==> config.mk <==
export PLATFORM = sky130hd
export DESIGN_NAME = regbus_uart
export DESIGN_NICKNAME = d
export VERILOG_FILES = /design/src/rtl/regbus_uart_pkg.sv /design/src/rtl/uart_txer.sv /design/src/rtl/uart_rxer.sv /design/src/rtl/regbus_uart.sv
export SDC_FILE = /design/constraint.sdc
export NUM_CORES = 1
export LEC_CHECK = 0
export BUFFER_PORTS_ARGS = -buffer_cell sky130_fd_sc_hd__buf_4
export CORE_AREA = 2 2 160 193
export DETAILED_ROUTE_END_ITERATION = 8
export DIE_AREA = 0 0 162 195
export SYNTH_ARGS = -nofsm -noshare
export SYNTH_HDL_FRONTEND = slang
export SYNTH_SLANG_ARGS = --single-unit
==> constraint.sdc <==
create_clock -name clk -period 10.3 [get_ports clk]
set_input_delay 2.575 -clock clk [delete_from_list [all_inputs] [get_ports clk]]
set_output_delay 2.575 -clock clk [all_outputs]
set_load 0.02 [all_outputs]
==> src/rtl/regbus_uart_pkg.sv <==
// Shared constants for the register-bus serial port.
// Assumes word-aligned byte addresses inside a 32-byte window.
package regbus_uart_pkg;
    localparam int unsigned WORD_RX   = 0;
    localparam int unsigned WORD_TX   = 1;
    localparam int unsigned WORD_STAT = 2;
    localparam int unsigned WORD_CTRL = 3;
    localparam int unsigned WORD_DIV  = 4;

    localparam int unsigned STAT_W  = 13;
    localparam int unsigned B_PAR   = 0;
    localparam int unsigned B_FRM   = 1;
    localparam int unsigned B_BRK   = 2;
    localparam int unsigned B_ROVR  = 3;
    localparam int unsigned B_TOVR  = 4;
    localparam int unsigned B_TEMP  = 5;
    localparam int unsigned B_TRDY  = 6;
    localparam int unsigned B_RRDY  = 7;
    localparam int unsigned B_EXC   = 8;
    localparam int unsigned B_TBRK  = 9;
    localparam int unsigned B_DCTS  = 10;
    localparam int unsigned B_CTS   = 11;
    localparam int unsigned B_PKT   = 12;

    localparam logic [STAT_W-1:0] IRQ_POS_MASK = 13'h15FF;

    typedef enum logic [2:0] {
        RXS_IDLE, RXS_START, RXS_DATA, RXS_STOP, RXS_WAITHI
    } rx_state_e;
endpackage

==> src/rtl/uart_txer.sv <==
// Transmit path: one-character holding register feeding a frame shifter.
// Assumes wr_stb is a single-cycle strobe; divisors below 4 act as 4.
module uart_txer #(
    parameter int DATA_BITS = 8,
    parameter int DIV_W     = 16
) (
    input  logic                 clk,
    input  logic                 rst_n,
    input  logic                 wr_stb,
    input  logic [DATA_BITS-1:0] wr_data,
    input  logic [DIV_W-1:0]     div,
    output logic                 ser_out,
    output logic                 hold_free,
    output logic                 all_empty,
    output logic                 ovr_pulse
);
    localparam int FRAME = DATA_BITS + 2;
    localparam int CNT_W = $clog2(FRAME + 1);

    logic [DATA_BITS-1:0] hold_q;
    logic                 hold_full;
    logic                 busy;
    logic [FRAME-1:0]     shreg;
    logic [CNT_W-1:0]     left;
    logic [DIV_W-1:0]     tcnt;
    logic [DIV_W-1:0]     div_eff;

    assign div_eff = (div < DIV_W'(4)) ? DIV_W'(4) : div;

    // Holding register: accepts a character when free, hands it to the shifter.
    always_ff @(posedge clk) begin
        if (!rst_n) begin
            hold_full <= 1'b0;
            hold_q    <= '0;
        end else if (wr_stb && !hold_full) begin
            hold_full <= 1'b1;
            hold_q    <= wr_data;
        end else if (hold_full && !busy) begin
            hold_full <= 1'b0;
        end
    end

    // Frame shifter: start bit, data LSB first, stop bit, div_eff clocks each.
    always_ff @(posedge clk) begin
        if (!rst_n) begin
            busy  <= 1'b0;
            shreg <= '1;
            left  <= '0;
            tcnt  <= '0;
        end else if (!busy) begin
            if (hold_full) begin
                busy  <= 1'b1;
                shreg <= {1'b1, hold_q, 1'b0};
                left  <= CNT_W'(FRAME);
                tcnt  <= div_eff - 1'b1;
            end
        end else if (tcnt == '0) begin
            shreg <= {1'b1, shreg[FRAME-1:1]};
            tcnt  <= div_eff - 1'b1;
            left  <= left - 1'b1;
            if (left == CNT_W'(1)) busy <= 1'b0;
        end else begin
            tcnt <= tcnt - 1'b1;
        end
    end

    assign ser_out   = busy ? shreg[0] : 1'b1;
    assign hold_free = !hold_full;
    assign all_empty = !hold_full && !busy;
    assign ovr_pulse = wr_stb && hold_full;
endmodule

==> src/rtl/uart_rxer.sv <==
// Receive path: three-flop synchroniser and a mid-bit sampling frame decoder.
// Assumes divisors below 4 act as 4; after a 0 stop bit waits for an idle line.
module uart_rxer
    import regbus_uart_pkg::*;
#(
    parameter int DATA_BITS = 8,
    parameter int DIV_W     = 16
) (
    input  logic                 clk,
    input  logic                 rst_n,
    input  logic                 ser_in,
    input  logic [DIV_W-1:0]     div,
    output logic                 done,
    output logic [DATA_BITS-1:0] data,
    output logic                 stop_bad,
    output logic                 all_zero
);
    localparam int IDX_W = $clog2(DATA_BITS);

    logic [2:0]           sync_q;
    logic                 line;
    rx_state_e            state;
    logic [DIV_W-1:0]     tcnt;
    logic [DIV_W-1:0]     div_eff;
    logic [IDX_W-1:0]     bidx;
    logic [DATA_BITS-1:0] shreg;

    assign div_eff = (div < DIV_W'(4)) ? DIV_W'(4) : div;
    assign line    = sync_q[2];

    // Synchroniser for the asynchronous serial input.
    always_ff @(posedge clk) begin
        if (!rst_n) sync_q <= '1;
        else        sync_q <= {sync_q[1:0], ser_in};
    end

    // Frame decoder: confirms the start bit at mid-period, then samples each bit.
    always_ff @(posedge clk) begin
        if (!rst_n) begin
            state    <= RXS_IDLE;
            tcnt     <= '0;
            bidx     <= '0;
            shreg    <= '0;
            done     <= 1'b0;
            data     <= '0;
            stop_bad <= 1'b0;
            all_zero <= 1'b0;
        end else begin
            done <= 1'b0;
            case (state)
                RXS_IDLE: if (!line) begin
                    state <= RXS_START;
                    tcnt  <= (div_eff >> 1) - 1'b1;
                end
                RXS_START: if (tcnt == '0) begin
                    state <= line ? RXS_IDLE : RXS_DATA;
                    tcnt  <= div_eff - 1'b1;
                    bidx  <= '0;
                end else tcnt <= tcnt - 1'b1;
                RXS_DATA: if (tcnt == '0) begin
                    shreg <= {line, shreg[DATA_BITS-1:1]};
                    tcnt  <= div_eff - 1'b1;
                    if (bidx == IDX_W'(DATA_BITS - 1)) state <= RXS_STOP;
                    else bidx <= bidx + 1'b1;
                end else tcnt <= tcnt - 1'b1;
                RXS_STOP: if (tcnt == '0) begin
                    done     <= 1'b1;
                    data     <= shreg;
                    stop_bad <= !line;
                    all_zero <= !line && (shreg == '0);
                    state    <= line ? RXS_IDLE : RXS_WAITHI;
                end else tcnt <= tcnt - 1'b1;
                RXS_WAITHI: if (line) state <= RXS_IDLE;
                default: state <= RXS_IDLE;
            endcase
        end
    end
endmodule

==> src/rtl/regbus_uart.sv <==
// Top: register file, sticky status flags, interrupt combine, modem lines.
// Assumes single-cycle bus strobes and word-aligned addresses; reads are combinational.
module regbus_uart
    import regbus_uart_pkg::*;
#(
    parameter int DATA_BITS = 8,
    parameter int DIV_W     = 16,
    parameter int DIV_RESET = 16
) (
    input  logic        clk,
    input  logic        rst_n,
    input  logic [4:0]  bus_addr,
    input  logic        bus_wr,
    input  logic        bus_rd,
    input  logic [31:0] bus_wdata,
    output logic [31:0] bus_rdata,
    output logic        irq,
    output logic        txd,
    input  logic        rxd,
    output logic        rts,
    input  logic        cts
);
    logic [2:0]           word;
    logic                 aligned;
    logic                 wr_tx, wr_stat, wr_ctrl, wr_div, rd_rx;
    logic [STAT_W-1:0]    ctrl_q;
    logic [DIV_W-1:0]     div_q;
    logic [DATA_BITS-1:0] rx_buf;
    logic                 rrdy_q, frm_q, brk_q, rovr_q, tovr_q, dcts_q;
    logic [1:0]           cts_sync;
    logic                 cts_q;
    logic                 tx_ser, tx_free, tx_empty, tx_ovr;
    logic                 rx_done, rx_stop_bad, rx_zero;
    logic [DATA_BITS-1:0] rx_data;
    logic [STAT_W-1:0]    stat_vec;

    assign word    = bus_addr[4:2];
    assign aligned = (bus_addr[1:0] == 2'b00);
    assign wr_tx   = bus_wr && aligned && (word == 3'(WORD_TX));
    assign wr_stat = bus_wr && aligned && (word == 3'(WORD_STAT));
    assign wr_ctrl = bus_wr && aligned && (word == 3'(WORD_CTRL));
    assign wr_div  = bus_wr && aligned && (word == 3'(WORD_DIV));
    assign rd_rx   = bus_rd && aligned && (word == 3'(WORD_RX));

    uart_txer #(.DATA_BITS(DATA_BITS), .DIV_W(DIV_W)) u_tx (
        .clk(clk), .rst_n(rst_n), .wr_stb(wr_tx),
        .wr_data(bus_wdata[DATA_BITS-1:0]), .div(div_q),
        .ser_out(tx_ser), .hold_free(tx_free), .all_empty(tx_empty),
        .ovr_pulse(tx_ovr)
    );

    uart_rxer #(.DATA_BITS(DATA_BITS), .DIV_W(DIV_W)) u_rx (
        .clk(clk), .rst_n(rst_n), .ser_in(rxd), .div(div_q),
        .done(rx_done), .data(rx_data), .stop_bad(rx_stop_bad),
        .all_zero(rx_zero)
    );

    // Control and divisor registers.
    always_ff @(posedge clk) begin
        if (!rst_n) begin
            ctrl_q <= '0;
            div_q  <= DIV_W'(DIV_RESET);
        end else begin
            if (wr_ctrl) ctrl_q <= bus_wdata[STAT_W-1:0];
            if (wr_div)  div_q  <= bus_wdata[DIV_W-1:0];
        end
    end

    // Receive buffer and receive-ready flag.
    always_ff @(posedge clk) begin
        if (!rst_n) begin
            rx_buf <= '0;
            rrdy_q <= 1'b0;
        end else if (rx_done) begin
            rx_buf <= rx_data;
            rrdy_q <= 1'b1;
        end else if (rd_rx) begin
            rrdy_q <= 1'b0;
        end
    end

    // CTS synchroniser and registered level.
    always_ff @(posedge clk) begin
        if (!rst_n) begin
            cts_sync <= '0;
            cts_q    <= 1'b0;
        end else begin
            cts_sync <= {cts_sync[0], cts};
            cts_q    <= cts_sync[1];
        end
    end

    // Sticky flags: a status write clears them, a same-cycle event wins.
    always_ff @(posedge clk) begin
        if (!rst_n) begin
            frm_q  <= 1'b0;
            brk_q  <= 1'b0;
            rovr_q <= 1'b0;
            tovr_q <= 1'b0;
            dcts_q <= 1'b0;
        end else begin
            frm_q  <= (frm_q  && !wr_stat) || (rx_done && rx_stop_bad);
            brk_q  <= (brk_q  && !wr_stat) || (rx_done && rx_zero);
            rovr_q <= (rovr_q && !wr_stat) || (rx_done && rrdy_q && !rd_rx);
            tovr_q <= (tovr_q && !wr_stat) || tx_ovr;
            dcts_q <= (dcts_q && !wr_stat) || (cts_sync[1] ^ cts_q);
        end
    end

    // Status word assembly.
    always_comb begin
        stat_vec         = '0;
        stat_vec[B_FRM]  = frm_q;
        stat_vec[B_BRK]  = brk_q;
        stat_vec[B_ROVR] = rovr_q;
        stat_vec[B_TOVR] = tovr_q;
        stat_vec[B_TEMP] = tx_empty;
        stat_vec[B_TRDY] = tx_free;
        stat_vec[B_RRDY] = rrdy_q;
        stat_vec[B_EXC]  = frm_q || brk_q || rovr_q || tovr_q;
        stat_vec[B_DCTS] = dcts_q;
        stat_vec[B_CTS]  = cts_q;
    end

    // Read multiplexer.
    always_comb begin
        bus_rdata = '0;
        if (aligned) begin
            case (word)
                3'(WORD_RX):   bus_rdata = 32'(rx_buf);
                3'(WORD_STAT): bus_rdata = 32'(stat_vec);
                3'(WORD_CTRL): bus_rdata = 32'(ctrl_q);
                3'(WORD_DIV):  bus_rdata = 32'(div_q);
                default:       bus_rdata = '0;
            endcase
        end
    end

    assign irq = |(stat_vec & ctrl_q & IRQ_POS_MASK);
    assign txd = ctrl_q[B_TBRK] ? 1'b0 : tx_ser;
    assign rts = ctrl_q[B_CTS];
endmodule

==> results of run 1 <==
[metal layers]
metal / routed length [um] / global-route usage, % / vias up / share of wire, %
met3: 969 / 1.83 / 61 / 4.7
met2: 9850 / 21.5 / 249 / 48
li1: - / - / 3167 / -
met5: 0 / 0 / - / 0
met4: 1010 / 7.74 / 0 / 4.9
met1: 8660 / 15.6 / 3027 / 42
[worst max-delay path, cell delays in order]
cell and delay [ps]:
buf_4 200, nor2b_1 540, a21oi_1 140, or2_2 310, a21oi_1 130, o21a_1 150, buf_4 140
[placed cells by master (no fill, tap or decap), types with 11 or more instances in the layout]
cell,count
a21oi_1,78
o21ai_0,40
a22oi_1,16
nor2_1,111
ha_1,11
xnor2_1,16
nor4_1,20
xor2_1,15
conb_1,16
inv_1,16
buf_4,48
dfxtp_1,129
clkbuf_16,17
mux2i_1,54
nand2b_1,13
nand2_1,125
nand3_1,15
nor3_1,28
[worst paths after layout]
path,cells past startpoint,startpoint,end,slack [ps]
worst max register to register,10,div_q[9]$_SDFFE_PN0P_,u_tx.tcnt[9]$_SDFFE_PN0P_,6100
worst min register to register,1,u_rx.sync_q[1]$_SDFF_PN1_,u_rx.sync_q[2]$_SDFF_PN1_,420
worst max-delay path,7,bus_addr[4],bus_rdata[6],3530
worst min-delay path,1,u_rx.sync_q[1]$_SDFF_PN1_,u_rx.sync_q[2]$_SDFF_PN1_,420
[logic make-up after synthesis]
logic type | Yosys count
adder cells (fa/ha/maj) | 11
multiplexers | 57
AND/OR/NAND/NOR | 376
other | 1
XOR/XNOR | 31
buffers and inverters | 95
AO/OA/AOI/OAI | 205
flip-flops | 129
[sequential cells by signal (all words and copies together) (netlist names), 2 cells and up]
name	flops
div_q	16
u_rx.tcnt	16
cts_sync	2
ctrl_q	13
u_rx.sync_q	3
u_rx.shreg	8
u_tx.hold_q	8
u_tx.left	4
u_tx.tcnt	16
u_rx.data	8
rx_buf	8
u_tx.shreg	9
u_rx.state	3
u_rx.bidx	3
[final cells by class]
type                            count  area [um2]
Clock inverter                     14         168
Multi-Input combinational cell    696        4110
Fill cell                        3214       21300
Tap cell                          390         488
Inverter                           17        63.8
Sequential cell                   129        2580
Clock buffer                       18         439
Timing Repair Buffer               48         360
[metrics by stage]
| stage | setup slack (ps) | hold WS (ps) | total power (uW) | area (um2) |
|---|---|---|---|---|
| final | 3530 | 418 | 1270 | 8210 |
| after floorplan | 3780 | 386 | 614 | 7120 |
| after global routing | 3380 | 444 | 1310 | 8210 |
| after detailed placement | 3570 | 394 | 645 | 7610 |
| after global placement | 3580 | 398 | 644 | 7610 |
| after CTS | 3560 | 422 | 1280 | 8210 |
[power breakdown]
group          total [uW]  leakage, uW  switching, uW  internal, uW
clock network         630     0.000293            258           372
registers             515      0.00104           9.63           506
logic                 121      0.00179           78.4          42.1
==> flow_summary_export.csv, run 1 <==
group,metric,value,unit
routing,first_pass_iters,6,
floorplan,die_height,195,um
cts,insertion_delay,420,ps
synthesis,synthAdderAreaFrac,1.95,%
synthesis,synthesis.area,7070,um2
hold_path,hold_path_class,"reg -> reg",
final_layout,areaGrowthSynthToFinish,16.2,%
sta,hold_viol_final,0,
floorplan,num_rows,69,
sta,fin_skew,12.1,ps
setup_path,arrival,4200,ps
cts,cts_tree,"yes",
cts,ctsHoldBuffers,0,
cts,clk_pin_slew,70,ps
sta,finalSetupViolCount,0,
cts,htreeDepth,4,
synthesis,async_flop_share,0,%
synthesis,yosysMostFrequentCell,"dfxtp_1",
power,powerDensity,154,nW/um2
setup_path,cp-end-kind,"output pin",
grt,track_usage,12.9,%
synthesis,synth_mux_area_share,8.13,%
floorplan,die_w,162,um
synthesis,synth_cell_type_count,67,
routing,avgViaCountPerCell,4.96,
setup_path,path_class,"in -> out",
final_layout,antennaDiodeCount,0,
routing,drc,0,
floorplan,start_util,23.9,%
sta,tightestPinTransition,1100,ps
final_layout,drive_gt1_share,11.5,%
place,dp_hpwl,14100,um
routing,postRouteAntennaNets,0,
power,p_leak,0.00313,uW
cts,clock_sinks,129,
routing,dr_total_vias,6504,
cts,ctsResizeCount,0,
cts,cts_made_buffers,17,
place,gp_congestion,0.900,
sta,tns,0,ps
synthesis,ys_top_cells_by_count,"129 x dfxtp_1, 125 x nand2_1, 111 x nor2_1, 78 x a21oi_1, 54 x mux2i_1",
cts,cts-root-buf,"clkbuf_16",
sta,rsz0062_at_grt,"no",
sta,fmax,148,MHz
synthesis,synth_top_flop_cell,"dfxtp_1",
place,place_inst,1280,
cts,cts_max_path_buffers,2,
grt,grt_max_degree,99,
synthesis,ys_seq_area_share,36.5,%
grt,grt_remaining_overflow,0,
synthesis,ys_ff_latch,129,
sta,period_minus_slack,6770,ps
setup_path,start_kind,"input port",
synthesis,syn_avg_cell_area,7.81,um2
setup_path,worstPathRequired,7730,ps
synthesis,synth-xor-area-share,3.84,%
cts,cts_setup_buffers,0,
synthesis,ys_warn_count,0,
final_layout,final_util,27.8,%
grt,grt_pass1_vias,6074,
place,io_buffers,45,
grt,grt_pass1_wl,32500,um
routing,wl_per_cell,15.6,um
final_layout,nets,963,
floorplan,core_region_area,29500,um2
floorplan,io-pin-count,78,
routing,routed_wirelength,20500,um
sta,post-route-period-util,65.7,%
synthesis,synthCells,905,
synthesis,synthTopCellsByArea,"dfxtp_1 37%, mux2i_1 7.6%, nand2_1 6.6%, nor2_1 5.9%, a21oi_1 5.5%",
grt,grt_antenna_before_repair,0,
outcome,status,"finished clean",
power,vdd_drop_max,0.0000805,V
synthesis,synth-edff-count,0,
synthesis,yosysTopAreaCell,"dfxtp_1",
routing,drt_iter0_markers,393,
flow_run,cap_violations,0,
floorplan,dieArea,31600,um2
synthesis,synth_top_family_by_area,"simple AND/OR/NAND/NOR gates",
final_layout,fin_cells,1312,
synthesis,synth_compound_area_share,18.4,%
sta,maxSlewViolCount,0,
sta,slew_headroom,26.8,%
synthesis,synth-simple-area-share,24.8,%
setup_path,worst-path-max-fanout,20,
synthesis,synth_top_area_share,36.5,%
(Power assumes the default switching activity.)
==> run 2, diff against run 1 <==
--- a/config.mk
+++ b/config.mk
@@ -5,6 +5,7 @@
 export SDC_FILE = /design/constraint.sdc
 export NUM_CORES = 1
 export LEC_CHECK = 0
+export ABC_AREA = 1
 export BUFFER_PORTS_ARGS = -buffer_cell sky130_fd_sc_hd__buf_4
 export CORE_AREA = 2 2 160 193
 export DETAILED_ROUTE_END_ITERATION = 8
==> constraint.sdc (replaced) <==
create_clock -name clk -period 5.6 [get_ports clk]
set_input_delay 1.4 -clock clk [delete_from_list [all_inputs] [get_ports clk]]
set_output_delay 1.4 -clock clk [all_outputs]
set_load 0.02 [all_outputs]
==> run 2 against run 1 <==
Core utilization up 0.11 points. Worst hold slack got worse by 3.7 ps. Wire length fell by 0.81%. Clock skew is 2.5 ps lower. Power grew to 2.6 times the previous value. Die area stayed put. Non-clock buffer count is the same. Cell area rose by 0.41%. Synthesized cell count up 14%. Critical endpoint is now bus_rdata[2].
==> flow_summary_export.csv, run 2 <==
group,metric,value,unit
sta,slew_headroom,44.5,%
sta,tightestPinTransition,833,ps
synthesis,ys_ff_latch,129,
grt,grt_remaining_overflow,0,
floorplan,core_region_area,29500,um2
floorplan,start_util,23.8,%
grt,track_usage,13.0,%
outcome,status,"finished clean",
setup_path,crit_cells,7,
setup_path,arrival,2890,ps
synthesis,synth_top_flop_cell,"dfxtp_1",
setup_path,critPathBufInv,3,
power,p_leak,0.00348,uW
final_layout,antennaDiodeCount,0,
power,vdd_drop_max,0.000215,V
cts,ctsHoldBuffers,0,
synthesis,ys_top_cells_by_count,"182 x nand2_1, 157 x nor2_1, 129 x dfxtp_1, 107 x o21ai_0, 106 x inv_1",
floorplan,dieArea,31600,um2
synthesis,yosysMostFrequentCell,"nand2_1",
synthesis,synth-edff-count,0,
place,io_buffers,45,
final_layout,areaGrowthSynthToFinish,17.2,%
cts,cts_tree,"yes",
routing,postRouteAntennaNets,0,
routing,dr_total_vias,6786,
cts,cts_setup_buffers,0,
grt,grt_max_degree,83,
setup_path,critical-path-top-delay-family,"simple AND/OR/NAND/NOR gates",
grt,grt_pass1_wl,33400,um
routing,drc,0,
sta,fmax,233,MHz
setup_path,r2r_cells,16,
setup_path,path_class,"in -> out",
final_layout,final_cell_mix,"182 x nand2_1, 157 x nor2_1, 129 x dfxtp_1",
floorplan,die_height,195,um
setup_path,cp-end-kind,"output pin",
grt,grt_antenna_before_repair,0,
cts,insertion_delay,410,ps
routing,drt_iter0_markers,376,
synthesis,syn_avg_cell_area,6.79,um2
final_layout,reg_top3,"div_q (16), u_rx.tcnt (16), u_tx.tcnt (16)",
place,gp_congestion,0.901,
synthesis,synth_top_area_share,36.7,%
sta,tns,0,ps
routing,avgViaCountPerCell,4.63,
cts,ctsResizeCount,0,
floorplan,io-pin-count,78,
synthesis,synth_cell_type_count,48,
setup_path,rr_startpoint,"div_q[4]$_SDFFE_PN1P_",
setup_path,worstPathRequired,4200,ps
final_layout,layout_commonest_cell,"nand2_1",
sta,maxSlewViolCount,0,
power,powerDensity,397,nW/um2
cts,cts-root-buf,"clkbuf_16",
setup_path,worst-path-max-fanout,11,
floorplan,num_rows,69,
synthesis,yosysTopAreaCell,"dfxtp_1",
sta,hold_viol_final,0,
setup_path,path_cells,"buf_4, nor2_1, inv_1, nor2_1, a221oi_1, nor2_1, buf_4",
final_layout,nets,1117,
synthesis,synthCells,1036,
routing,wl_per_cell,13.9,um
hold_path,hold_path_class,"reg -> reg",
synthesis,synthTopCellsByArea,"dfxtp_1 37%, nand2_1 9.7%, nor2_1 8.4%, o21ai_0 7.6%, a21oi_1 6.3%",
routing,routed_wirelength,20300,um
setup_path,worst_path_largest_cell_delay,620,ps
cts,cts_made_buffers,17,
sta,post-route-period-util,76.6,%
synthesis,ys_seq_area_share,36.7,%
place,dp_hpwl,14900,um
power,total_power,3280,uW
setup_path,start_kind,"input port",
synthesis,synthesis.area,7040,um2
setup_path,slowest_stage,"nor2_1",
setup_path,cp-endpoint,"bus_rdata[2]",
sta,finalSetupViolCount,0,
final_layout,drive_gt1_share,11.1,%
synthesis,ys_warn_count,0,
setup_path,critPathLaunch,"bus_addr[4]",
setup_path,rr_endpoint,"u_rx.tcnt[15]$_SDFFE_PN0P_",
flow_run,cap_violations,0,
sta,period_minus_slack,4290,ps
setup_path,crit_top_cell,"nor2_1",
final_layout,final_util,27.9,%
synthesis,async_flop_share,0,%
grt,grt_pass1_vias,6563,
cts,clk_pin_slew,60,ps
sta,fin_skew,9.62,ps
cts,clock_sinks,129,
cts,cts_max_path_buffers,2,
cts,htreeDepth,4,
floorplan,die_w,162,um
setup_path,rrSetupSlack,2750,ps
sta,rsz0062_at_grt,"no",
routing,first_pass_iters,5,
-- run 2: cell count changes after synthesis, sizes merged, moves of 16 or more --
cell and change:
nor2 +56, clkbuf -17, nand2 +65, inv +93, mux2i -54, o21ai +68
nand3 +41, nor4 -16
-- run 2: stage by stage --
stage	std cells	setup slack [ps]	hold slack (ps)	instance area [um2]
global placement	1434	1290	396	7620
global route	1466	1160	436	8250
finish	1466	1310	415	8250
detailed placement	1434	1320	403	7620
CTS	1466	1320	417	8250
floorplan	1051	1750	390	7100
-- run 2: area by class of cell --
class / count / area, um2
fill: 3302 / 21300
clock inverter: 14 / 199
multi-input combinational: 756 / 3770
inverter: 111 / 419
tap: 390 / 488
clock buffer: 18 / 429
timing repair buffer: 48 / 360
sequential: 129 / 2580
-- run 2: logic make-up (layout without fill, tap and decap cells) --
| logic type | count (synthesis) | count (layout) | synth area share [%] |
|---|---|---|---|
| compound gates | 247 | 247 | 19.4 |
| xor+xnor | 17 | 17 | 2.12 |
| fa+ha+maj | 11 | 11 | 1.96 |
| buf+inv | 166 | 191 | 10.6 |
| flops | 129 | 129 | 36.7 |
| other cells | 1 | 16 | 0.0533 |
| simple gates | 465 | 465 | 29.2 |
-- run 2: where the power goes --
part           total [uW]  leakage, uW  switching, uW  internal [uW]
Combinational         998      0.00213            692            306
Clock                1210     0.000306            453            754
Sequential           1070      0.00105           78.8            992
Total                3280      0.00348           1220           2050
-- run 2: metal layers --
layer	GRT usage, %	share of wire [%]	routed length (um)
met1	15.8	44	8850
met2	22.9	49	9990
met3	1.98	4.2	853
met4	5.11	3.2	641
met5	0	0	0
-- run 2: how the worst min path moves through the flow --
stage                                          from                         to  slack (ps)  cells past startpoint
after global placement       cts_sync[0]$_SDFF_PN0_     cts_sync[1]$_SDFF_PN0_         400                      2
after floorplan              cts_sync[0]$_SDFF_PN0_     cts_sync[1]$_SDFF_PN0_         390                      2
after detailed placement     cts_sync[0]$_SDFF_PN0_     cts_sync[1]$_SDFF_PN0_         400                      2
after global routing         cts_sync[0]$_SDFF_PN0_     cts_sync[1]$_SDFF_PN0_         440                      2
after CTS                 u_rx.sync_q[0]$_SDFF_PN1_  u_rx.sync_q[1]$_SDFF_PN1_         420                      1
final                     u_rx.sync_q[0]$_SDFF_PN1_  u_rx.sync_q[1]$_SDFF_PN1_         410                      1
-- run 2: worst reg2reg max path: cells and delay by family (launching register included) --
family	cells	cell delay, ps
AO/OA/AOI/OAI	1	150
AND/OR/NAND/NOR	11	1490
adder cells (fa/ha/maj)	1	240
flip-flops	1	390
XOR/XNOR	1	380
buffers and inverters	2	150
